===== src/rtl/pws_pkg.sv =====
package pws_pkg;
    typedef enum logic [1:0] {
        ST_RUN    = 2'd0,
        ST_HIB    = 2'd1,
        ST_FILT   = 2'd2,
        ST_HOLD   = 2'd3
    } pws_state_t;

    localparam logic [7:0] OFS_HIBERNATE = 8'h20;
    localparam logic [7:0] OFS_FILTER    = 8'h24;
    localparam logic [7:0] OFS_HOLD      = 8'h28;
endpackage


===== src/rtl/pws_regs.sv =====
module pws_regs
    import pws_pkg::*;
#(
    parameter int ADDR_W     = 8,
    parameter int GRAIN_LOG2 = 5,
    parameter int FILT_W     = 11,
    parameter int HOLD_W     = 7
) (
    input  logic              clk,
    input  logic              rst_n,
    input  logic              wr_en,
    input  logic [ADDR_W-1:0] wr_addr,
    input  logic [31:0]       wr_data,
    output logic [FILT_W-1:0] filt_field,
    output logic [HOLD_W-1:0] hold_field,
    output logic              hib_req
);
    typedef struct packed {
        logic [FILT_W-1:0] filt;
        logic [HOLD_W-1:0] hold;
    } regs_t;

    regs_t r_d, r_q;

    always_comb begin
        r_d     = r_q;
        hib_req = 1'b0;
        if (wr_en) begin
            if (wr_addr == ADDR_W'(OFS_FILTER))
                r_d.filt = wr_data[GRAIN_LOG2 +: FILT_W];
            if (wr_addr == ADDR_W'(OFS_HOLD))
                r_d.hold = wr_data[GRAIN_LOG2 +: HOLD_W];
            if (wr_addr == ADDR_W'(OFS_HIBERNATE))
                hib_req = wr_data[0];
        end
    end

    always_ff @(posedge clk or negedge rst_n) begin
        if (!rst_n) r_q <= '0;
        else        r_q <= r_d;
    end

    assign filt_field = r_q.filt;
    assign hold_field = r_q.hold;
endmodule


===== src/rtl/pws_fsm.sv =====
module pws_fsm
    import pws_pkg::*;
#(
    parameter int CNT_W = 16
) (
    input  logic             clk,
    input  logic             rst_n,
    input  logic             hib_req,
    input  logic             wake_pin,
    input  logic [CNT_W-1:0] filt_ticks,
    input  logic [CNT_W-1:0] hold_ticks,
    output pws_state_t       state
);
    typedef struct packed {
        pws_state_t       st;
        logic [CNT_W-1:0] cnt;
    } fsm_t;

    fsm_t f_d, f_q;
    logic [CNT_W:0] cnt_inc;
    logic           accept;

    always_comb begin
        f_d     = f_q;
        accept  = 1'b0;
        cnt_inc = {1'b0, f_q.cnt} + (CNT_W+1)'(1);
        case (f_q.st)
            ST_RUN: begin
                if (hib_req) begin
                    f_d.st  = ST_HIB;
                    f_d.cnt = '0;
                end
            end
            ST_HIB: begin
                if (wake_pin) begin
                    if (filt_ticks <= CNT_W'(1)) begin
                        accept = 1'b1;
                    end else begin
                        f_d.st  = ST_FILT;
                        f_d.cnt = CNT_W'(1);
                    end
                end
            end
            ST_FILT: begin
                if (!wake_pin) begin
                    f_d.st  = ST_HIB;
                    f_d.cnt = '0;
                end else if (cnt_inc >= {1'b0, filt_ticks}) begin
                    accept = 1'b1;
                end else begin
                    f_d.cnt = cnt_inc[CNT_W-1:0];
                end
            end
            default: begin
                if (cnt_inc >= {1'b0, hold_ticks}) begin
                    f_d.st  = ST_RUN;
                    f_d.cnt = '0;
                end else begin
                    f_d.cnt = cnt_inc[CNT_W-1:0];
                end
            end
        endcase
        if (accept) begin
            f_d.st  = (hold_ticks == '0) ? ST_RUN : ST_HOLD;
            f_d.cnt = '0;
        end
    end

    always_ff @(posedge clk or negedge rst_n) begin
        if (!rst_n) f_q <= '{st: ST_RUN, cnt: '0};
        else        f_q <= f_d;
    end

    assign state = f_q.st;
endmodule


===== src/rtl/pws_top.sv =====
module pws_top
    import pws_pkg::*;
#(
    parameter int ADDR_W     = 8,
    parameter int GRAIN_LOG2 = 5,
    parameter int FILT_W     = 11,
    parameter int HOLD_W     = 7
) (
    input  logic              clk,
    input  logic              rst_n,
    input  logic              wr_en,
    input  logic [ADDR_W-1:0] wr_addr,
    input  logic [31:0]       wr_data,
    input  logic              wake_pin,
    output logic              pwr_en,
    output logic              rst_out_n
);
    localparam int FIELD_MAX = (FILT_W > HOLD_W) ? FILT_W : HOLD_W;
    localparam int CNT_W     = FIELD_MAX + GRAIN_LOG2;

    logic [FILT_W-1:0] filt_field;
    logic [HOLD_W-1:0] hold_field;
    logic              hib_req;
    logic [CNT_W-1:0]  filt_ticks;
    logic [CNT_W-1:0]  hold_ticks;
    pws_state_t        state;

    pws_regs #(
        .ADDR_W(ADDR_W), .GRAIN_LOG2(GRAIN_LOG2),
        .FILT_W(FILT_W), .HOLD_W(HOLD_W)
    ) u_regs (
        .clk(clk), .rst_n(rst_n), .wr_en(wr_en), .wr_addr(wr_addr),
        .wr_data(wr_data), .filt_field(filt_field), .hold_field(hold_field),
        .hib_req(hib_req)
    );

    // Coarse fields scaled to ticks: low grain bits are zero.
    assign filt_ticks = CNT_W'({filt_field, {GRAIN_LOG2{1'b0}}});
    assign hold_ticks = CNT_W'({hold_field, {GRAIN_LOG2{1'b0}}});

    pws_fsm #(.CNT_W(CNT_W)) u_fsm (
        .clk(clk), .rst_n(rst_n), .hib_req(hib_req), .wake_pin(wake_pin),
        .filt_ticks(filt_ticks), .hold_ticks(hold_ticks), .state(state)
    );

    assign pwr_en    = (state == ST_RUN) || (state == ST_HOLD);
    assign rst_out_n = (state == ST_RUN);
endmodule


===== config.mk =====
export PLATFORM = sky130hd
export DESIGN_NAME = pws_top
export DESIGN_NICKNAME = d
export VERILOG_FILES = /design/src/rtl/pws_pkg.sv /design/src/rtl/pws_regs.sv /design/src/rtl/pws_fsm.sv /design/src/rtl/pws_top.sv
export SDC_FILE = /design/constraint.sdc
export NUM_CORES = 1
export LEC_CHECK = 0
export BUFFER_PORTS_ARGS = -buffer_cell sky130_fd_sc_hd__buf_2
export CAP_MARGIN = 20
export CORE_ASPECT_RATIO = 1.2
export CORE_MARGIN = 2
export CORE_UTILIZATION = 55
export DETAILED_ROUTE_END_ITERATION = 7
export PLACE_DENSITY = 0.76
export SLEW_MARGIN = 20
export SYNTH_ARGS = -nofsm -noshare
export SYNTH_HDL_FRONTEND = slang
export SYNTH_SLANG_ARGS = --single-unit

===== constraint.sdc =====
create_clock -name clk -period 4.15 [get_ports clk]
set_input_delay 0.83 -clock clk [delete_from_list [all_inputs] [get_ports clk]]
set_output_delay 0.83 -clock clk [all_outputs]
set_load 0.01 [all_outputs]

==> results of run 1 <==
## registers in the layout, indices dropped and copies added, names as in the netlist
name,flops
u_regs.filt_field,11
u_fsm.f_q,16
u_fsm.state,2
u_regs.hold_field,7
## final timing paths
| path | startpoint | endpoint | cells after the start |
|---|---|---|---|
| worst max-delay path | u_fsm.f_q[1]$_DFFE_PN0P_ | u_fsm.f_q[12]$_DFFE_PN0P_ | 13 |
| worst min-delay path | u_regs.hold_field[6]$_DFFE_PN0P_ | u_regs.hold_field[6]$_DFFE_PN0P_ | 1 |
| worst max register to register | u_fsm.f_q[1]$_DFFE_PN0P_ | u_fsm.f_q[12]$_DFFE_PN0P_ | 13 |
| worst min register to register | u_regs.hold_field[6]$_DFFE_PN0P_ | u_regs.hold_field[6]$_DFFE_PN0P_ | 1 |
| max in group asynchronous | rst_n | u_fsm.state[0]$_DFFE_PN0P_ | 1 |
| min in group asynchronous | rst_n | u_fsm.f_q[6]$_DFFE_PN0P_ | 1 |
## layout make-up
cell class	count	share of cell area
well taps	58	0.0250
flip-flops and latches	36	0.310
inverters	26	0.0336
multi-input cells	188	0.528
clock inverters	3	0.0146
clock buffers	5	0.0237
repair buffers	32	0.0654
## metrics by stage
step,hold slack (ns),cells
4_1_cts,0.524,348
5_1_grt,0.544,348
2_1_floorplan,0.473,258
3_5_place_dp,0.507,340
6_report,0.522,348
3_3_place_gp,0.489,340
## where the power goes
group	internal, mW	switching, mW	total, mW
sequential	0.374	0.0211	0.395
combinational	0.217	0.275	0.492
clock	0.178	0.134	0.312
total	0.770	0.429	1.20
## worst reg2reg max path, cell delays in order (launching register included)
cell and delay (ns):
dfrtp_1 0.46, ha_2 0.28, nand3_2 0.18, o31a_1 0.33, or2_2 0.31, ha_1 0.33
a21oi_1 0.18, a21oi_1 0.09, a2111oi_2 0.44, a41oi_1 0.18, a311o_2 0.47, buf_4 0.22
o21bai_1 0.16, a22o_1 0.18
## layer usage
layer  share of wire  wire length (um)  vias to the layer above  global-route usage
met5               0                 0                        -                   0
met4           0.030               167                        0              0.0959
met3           0.028               153                       12              0.0397
met2            0.49              2750                       50               0.403
met1            0.45              2490                      983               0.316
li1                -                 -                     1024                   -
## what timing repair did
action                                  in CTS  in global routing
endpoints found under the setup margin       0                 14
hold buffers                                 0                  0
gates resized for setup                      0                  5
setup buffers                                0                  0
## placed cells by master (no fill, tap or decap), types with 7 or more instances in the layout
master / Yosys / routed
dfrtp_1: 36 / 36
buf_2: 2 / 25
a22o_1: 12 / 12
nand4_1: 11 / 11
nor2_1: 14 / 14
inv_1: 26 / 26
nand2_1: 15 / 15
mux2_2: 18 / 18
ha_1: 24 / 23
xnor2_1: 8 / 7
nand3_1: 12 / 12
## cell families after synthesis
| family | Yosys count |
|---|---|
| simple gates | 85 |
| flops | 36 |
| fa+ha+maj | 24 |
| xor+xnor | 11 |
| mux | 22 |
| buf+inv | 34 |
| compound gates | 46 |
==> results.env, run 1 <==
STATUS='complete, no violations'
PLACED_AREA_SQ_MM=0.00278
POSTSYNTH.ASYNCRESETSHARE=1.00
SLEW_HEADROOM=0.456
WORSTMARGINPINSLEW_NS=0.816
FINAL_TNS_SETUP_NS=0
POST-DP-HPWL_MM=4.30
POST-ROUTE-MIN-PERIOD_NS=3.92
TOTAL_GLOBAL_ROUTE_TRACK_USAGE=0.244
DOMINANT_COMBINATIONAL_CELL_FAMILY_BY_AREA_AFTER_SYNTHESIS='simple AND/OR/NAND/NOR gates'
DPL_WORST_SLACK_NS=0.200
CLOCK-ROOT-BUFFER='clkbuf_8'
SYNTH_TOP_AREA_FRAC=0.350
FINISH.UTILIZATION=0.638
LAYOUT_SETUP_WS_NS=0.230
FILLER_CELL_COUNT=390
LARGEST_FANOUT_ON_THE_CRITICAL_PATH=13
SYN-MEAN-INSTANCE-AREA_SQ_UM=9.99
SYNTH_SEQUENTIAL_AREA_RATIO=0.350
FP.DIEW_UM=66.5
PLACEABLECOREAREA_SQ_MM=0.00456
ROWS=27
DRC=0
PWR_DENSITY_CELL_mW_PER_MM2=412
SETUP.REG_TO_REG.WORST_SLACK_NS=0.23
REPORT.POWER.TOTAL_mW=1.20
YS_TOP_CELLS_BY_AREA='dfrtp_1, ha_1, mux2_2, a22o_1, inv_1'
VIAS_POST_DR=2069
BOUNDARYPINS=46
CELL_TAKING_THE_MOST_AREA_AFTER_SYNTHESIS='dfrtp_1'
YOSYS-MUX-AREA-FRACTION=0.0981
SYNTH-COMPOUND-AREA-SHARE=0.152
ANTENNA_FOUND_INITIAL=0
DETAIL_ROUTE.VIAS_PER_CELL=5.95
NUMCTSBUFFERS=5
PORTBUFFERS=25
CPPEAKSTAGEDELAY_NS=0.47
GRT_REMAINING_OVERFLOW=0
YOSYS.AREA_SHARE.SIMPLE=0.187
CTS_MAX_LEVEL=2
WORST_SKEW_PAIR.LATE_LATENCY_NS=0.29
DIODES=0
START_UTIL=0.565
MAX_CAP_VIOLATIONS=0
RSZ_0062_RAISED_AFTER_GLOBAL_ROUTING='true'
FINAL_HOLD_VIOL_COUNT=0
ANT_NETS=0
DESIGN.DIE.AREA_SQ_MM=0.00525
CP.REQUIRED_NS=4.34
GRT_MAX_DEGREE=37
YOSYS_REGISTER_BITS=36
SKEW_NS=0.00818
CRITPATHKIND='flip-flop to flip-flop'
YOSYS.AREA_SHARE.ADDER=0.117
CTS.CLK_SLEW.WORST_PATHS_NS=0.08
GRT_PASS1_VIAS=2096
FINAL_DESIGN_AREA_NO_FILL_SQ_MM=0.00291
TRITONCTS='done'
WARNINGS_FROM_YOSYS=0
POST_SYNTH_NUM_CELL_TYPES=59
CRITICAL_PATH.TOP_DELAY_FAMILY='compound AO/OA/AOI/OAI gates'
SYNTHTOPCELLSBYCOUNT='dfrtp_1, inv_1, ha_1'
DRT_ITER0_DRC=97
SYNTH_FF_TYPE='dfrtp_1'
WORST_PATH_BUFS_INVS=1
CRIT_ARRIVAL_NS=4.11
MAXIMUM_CLOCK_INSERTION_BUFFER_COUNT=2
MOST_COMMON_CELL_IN_THE_NETLIST='dfrtp_1'
FINALSETUPVIOLATIONS=0
WORSTSETUPENDPOINTTYPE='flip-flop'
FLOORPLAN.DIE.HEIGHT_UM=79.0
NETS=357
CTS_NUM_SINKS=36
FINALWIRELENGTH_MM=5.56
FINAL_MAX_SLEW_VIOL_COUNT=0
SYN-CELL-AREA_SQ_MM=0.00258
CELLLEAKAGEPOWER_nW=1.39
GP_CONGESTION=0.807
DRTPASS1ITERATIONS=4
WORSTHOLDPATHTYPE='flip-flop to flip-flop'
MULTI_INPUT_AREA_SQ_MM=0.00154
WORST_PATH_MAX_DELAY_CELL='a311o_2'
DETAIL_ROUTE.WL_PER_CELL_UM=16.0
POSTSYNTHCELLCOUNT=258
FINAL_MIN_PERIOD_OVER_CLOCK_PERIOD=0.944
WIRE_LENGTH_OF_THE_FIRST_GLOBAL_ROUTING_PASS_MM=9.95
DRIVE_ABOVE_1_SHARE=0.259
LAYOUT.AREA.SEQ_SQ_UM=901
WORST_SETUP_PATH_START_KIND='flip-flop'
SYN_NETS=326
WORST_PATH_MOST_REPEATED_CELL='a21oi_1'
AREAGROWTHSYNTHTOFINISH_PCT=12.9
CP_CELL_SEQUENCE='ha_2 -> nand3_2 -> o31a_1 -> or2_2 -> ha_1 -> a21oi_1 -> a21oi_1 -> a2111oi_2 -> a41oi_1 -> a311o_2 -> buf_4 -> o21bai_1 -> a22o_1'
SYNTH_ENABLE_FLOP_CELLS=0
SYNTH-XOR-AREA-SHARE=0.0374
POWER.IR.VDD_WORST_V=0.000336
MAX_FREQ_GHz=0.255
No activity file was read; power rests on OpenSTA's default activity.
==> run 2, diff against run 1 <==
Settings changed: CORE_MARGIN 2 to default.
==> run 2 against run 1 <==
Against the previous run: register-to-register slack barely moved; maximum frequency about the same; wire length down 3.2%; first-iteration DRC count increased by 5.2%; core utilization increased by 2.7 points; cell area shrank 0.30%.
==> results.env, run 2 (synthesized netlist as in run 1, its figures left out) <==
WORSTHOLDPATHTYPE='flip-flop to flip-flop'
BOUNDARYPINS=46  # unchanged
LAYOUT.CELLS.MOST_COMMON_LIST='dfrtp_1, inv_1, buf_2'
CLOCK-ROOT-BUFFER='clkbuf_8'
FP.DIEW_UM=64.5  # -3.0%
PLACEABLECOREAREA_SQ_MM=0.00436  # -4.4%
AREAGROWTHSYNTHTOFINISH_PCT=12.5
PWR_DENSITY_CELL_mW_PER_MM2=392  # -4.9%
MAX_CAP_VIOLATIONS=0  # unchanged
SLEW_HEADROOM=0.466  # +0.0100
WIRE_LENGTH_OF_THE_FIRST_GLOBAL_ROUTING_PASS_MM=9.20  # -7.6%
DETAIL_ROUTE.VIAS_PER_CELL=5.79  # -2.6%
DIODES=0  # unchanged
GRT_PASS1_VIAS=1961  # -6.4%
WORSTMARGINPINSLEW_NS=0.801  # -0.0151 ns
FINALNONFILLERCELLS=347  # -0.29%
POST-ROUTE-MIN-PERIOD_NS=3.92  # +0.00269 ns
DESIGN.DIE.AREA_SQ_MM=0.00496  # -5.5%
MET3_RESOURCE_USE_GR=0.0461  # +0.00647
WORST_PATH_BUFS_INVS=0  # -1
FINAL_MIN_PERIOD_OVER_CLOCK_PERIOD=0.945  # about the same
CTS.CLK_SLEW.WORST_PATHS_NS=0.08  # about the same
DRTPASS1ITERATIONS=4  # unchanged
DETAIL_ROUTE.WL_PER_CELL_UM=15.5  # -2.9%
RSZ_0062_RAISED_AFTER_GLOBAL_ROUTING='false'
NETS=358  # +0.28%
POWER.IR.VDD_WORST_V=0.000333  # -0.95%
WORSTSETUPENDPOINTTYPE='flip-flop'
CRITICAL_PATH.TOP_DELAY_FAMILY='simple AND/OR/NAND/NOR gates'
GP_CONGESTION=0.821  # +1.7%
WORST_SETUP_PATH_START_KIND='flip-flop'
DRC=0  # unchanged
LARGEST-REGISTER='u_fsm.f_q'
MAX_FREQ_GHz=0.255  # about the same
GRT_UTIL_MET2=0.389  # -0.0135
CP_CELL_SEQUENCE='ha_2 -> nand3_2 -> o31a_1 -> or2_2 -> ha_1 -> nand4_1 -> nor2_1 -> nand4_1 -> a41o_1 -> or2_1 -> a221oi_4 -> mux2_4'
WORST_PATH_MOST_REPEATED_CELL='nand4_1'
LARGEST_REGISTER_FFS=16  # unchanged
WORST_PATH_MAX_DELAY_CELL='dfrtp_1'
GRT_REMAINING_OVERFLOW=0  # unchanged
PORTBUFFERS=25  # unchanged
FINALWIRELENGTH_MM=5.38  # -3.2%
POST-CTS-SETUP-BUFFER-COUNT=0  # unchanged
FINAL_HOLD_VIOL_COUNT=0  # unchanged
START_UTIL=0.591  # +0.0261
FINAL_MAX_SLEW_VIOL_COUNT=0  # unchanged
MULTI_INPUT_AREA_SQ_MM=0.00154  # +0.33%
ROWS=26  # -3.7%
MAXIMUM_CLOCK_INSERTION_BUFFER_COUNT=2  # unchanged
WORST_SKEW_PAIR.LATE_LATENCY_NS=0.29  # about the same
GLOBAL_ROUTE.PEAK_USAGE_LAYER='met2'
POST-DP-HPWL_MM=4.13  # -4.0%
FLOORPLAN.DIE.HEIGHT_UM=77.0  # -2.5%
CELLLEAKAGEPOWER_nW=1.37  # -1.3%
CTS_NUM_SINKS=36  # unchanged
ANT_NETS=0  # unchanged
DRIVE_ABOVE_1_SHARE=0.258  # -0.000889
LAYOUT.AREA.SEQ_SQ_UM=901  # unchanged
GRT_MAX_DEGREE=37  # unchanged
MOSTFREQUENTLAYOUTCELL='dfrtp_1'
TOTAL_GLOBAL_ROUTE_TRACK_USAGE=0.241  # -0.00233
TRITONCTS='done'
CRITPATHKIND='flip-flop to flip-flop'
HOLD_WS_NS=0.506  # -0.0163 ns
CTS_MAX_LEVEL=2  # unchanged
LARGEST_FANOUT_ON_THE_CRITICAL_PATH=7  # -6
CRIT_ARRIVAL_NS=4.10  # about the same
CPPEAKSTAGEDELAY_NS=0.46  # about the same
CP.REQUIRED_NS=4.32  # -0.02 ns
SETUP.REG_TO_REG.WORST_SLACK_NS=0.23  # about the same
ANTENNA_FOUND_INITIAL=0  # unchanged
GR-USAGE-MET1=0.313  # -0.00310
PLACED_CELLS=339  # -0.29%
SKEW_NS=0.00895  # +0.000774 ns
FILLER_CELL_COUNT=348  # -11%
FINALSETUPVIOLATIONS=0  # unchanged
NUMBER_OF_BUFFERS_INSERTED_FOR_HOLD_REPAIR_AFTER_CLOCK_TREE_SYNTHESIS=0  # unchanged
DRT_ITER0_DRC=102  # +5.2%
FINAL_TNS_SETUP_NS=0  # unchanged
STATUS='complete, no violations'
NUMCTSBUFFERS=5  # unchanged
VIAS_POST_DR=2009  # -2.9%
-- run 2: stage by stage --
| stage | power (mW) | util | worst slack (ns) | area [sq um] |
|---|---|---|---|---|
| final | 1.14 | 0.665 | 0.228 | 2900 |
| after global placement | 0.872 | 0.640 | 0.347 | 2790 |
| after detailed placement | 0.882 | 0.640 | 0.229 | 2790 |
| after CTS | 1.14 | 0.661 | 0.219 | 2880 |
| after global routing | 1.22 | 0.665 | 0.00811 | 2900 |
| after floorplan | 0.769 | - | 0.638 | 2580 |
-- run 2: power breakdown --
group / total (mW) / internal, mW / switching [mW] / leakage [nW]
combinational: 0.491 / 0.218 / 0.272 / 0.835
clock: 0.251 / 0.119 / 0.133 / 0.0404
sequential: 0.395 / 0.374 / 0.0203 / 0.495
total: 1.14 / 0.711 / 0.425 / 1.37
-- run 2: path summary, 6_finish.rpt --
| check | from | endpoint | cells after the start |
|---|---|---|---|
| hold / removal | u_regs.hold_field[6]$_DFFE_PN0P_ | u_regs.hold_field[6]$_DFFE_PN0P_ | 1 |
| hold reg to reg | u_regs.hold_field[6]$_DFFE_PN0P_ | u_regs.hold_field[6]$_DFFE_PN0P_ | 1 |
| max in group asynchronous | rst_n | u_regs.filt_field[8]$_DFFE_PN0P_ | 1 |
| setup reg to reg | u_fsm.f_q[1]$_DFFE_PN0P_ | u_fsm.state[0]$_DFFE_PN0P_ | 12 |
| min in group asynchronous | rst_n | u_fsm.f_q[5]$_DFFE_PN0P_ | 1 |
| setup / recovery | u_fsm.f_q[1]$_DFFE_PN0P_ | u_fsm.state[0]$_DFFE_PN0P_ | 12 |
-- run 2: per-layer routing --
metal / wire (um) / vias to the layer above
met1: 2510 / 938
met5: 0 / -
met3: 135 / 13
li1: - / 1026
met4: 187 / 0
met2: 2550 / 32
-- run 2: layout make-up --
type,instances,share of cell area
Sequential cell,36,0.311
Tap cell,56,0.0242
Clock buffer,5,0.0237
Multi-Input combinational cell,188,0.531
Clock inverter,3,0.00820
Timing Repair Buffer,33,0.0682
Inverter,26,0.0337
-- run 2: timing repair --
item	CTS	global route
setup endpoints to repair	0	14
resized for setup	0	4
endpoints found under the hold margin	0	0
-- run 2: worst reg2reg max path, delay by kind of cell, from the launching register on --
| family | cells | cell delay, ns |
|---|---|---|
| AND/OR/NAND/NOR | 6 | 1.37 |
| AO/OA/AOI/OAI | 3 | 1.03 |
| adder cells (fa/ha/maj) | 2 | 0.62 |
| multiplexers | 1 | 0.33 |
| flip-flops | 1 | 0.46 |
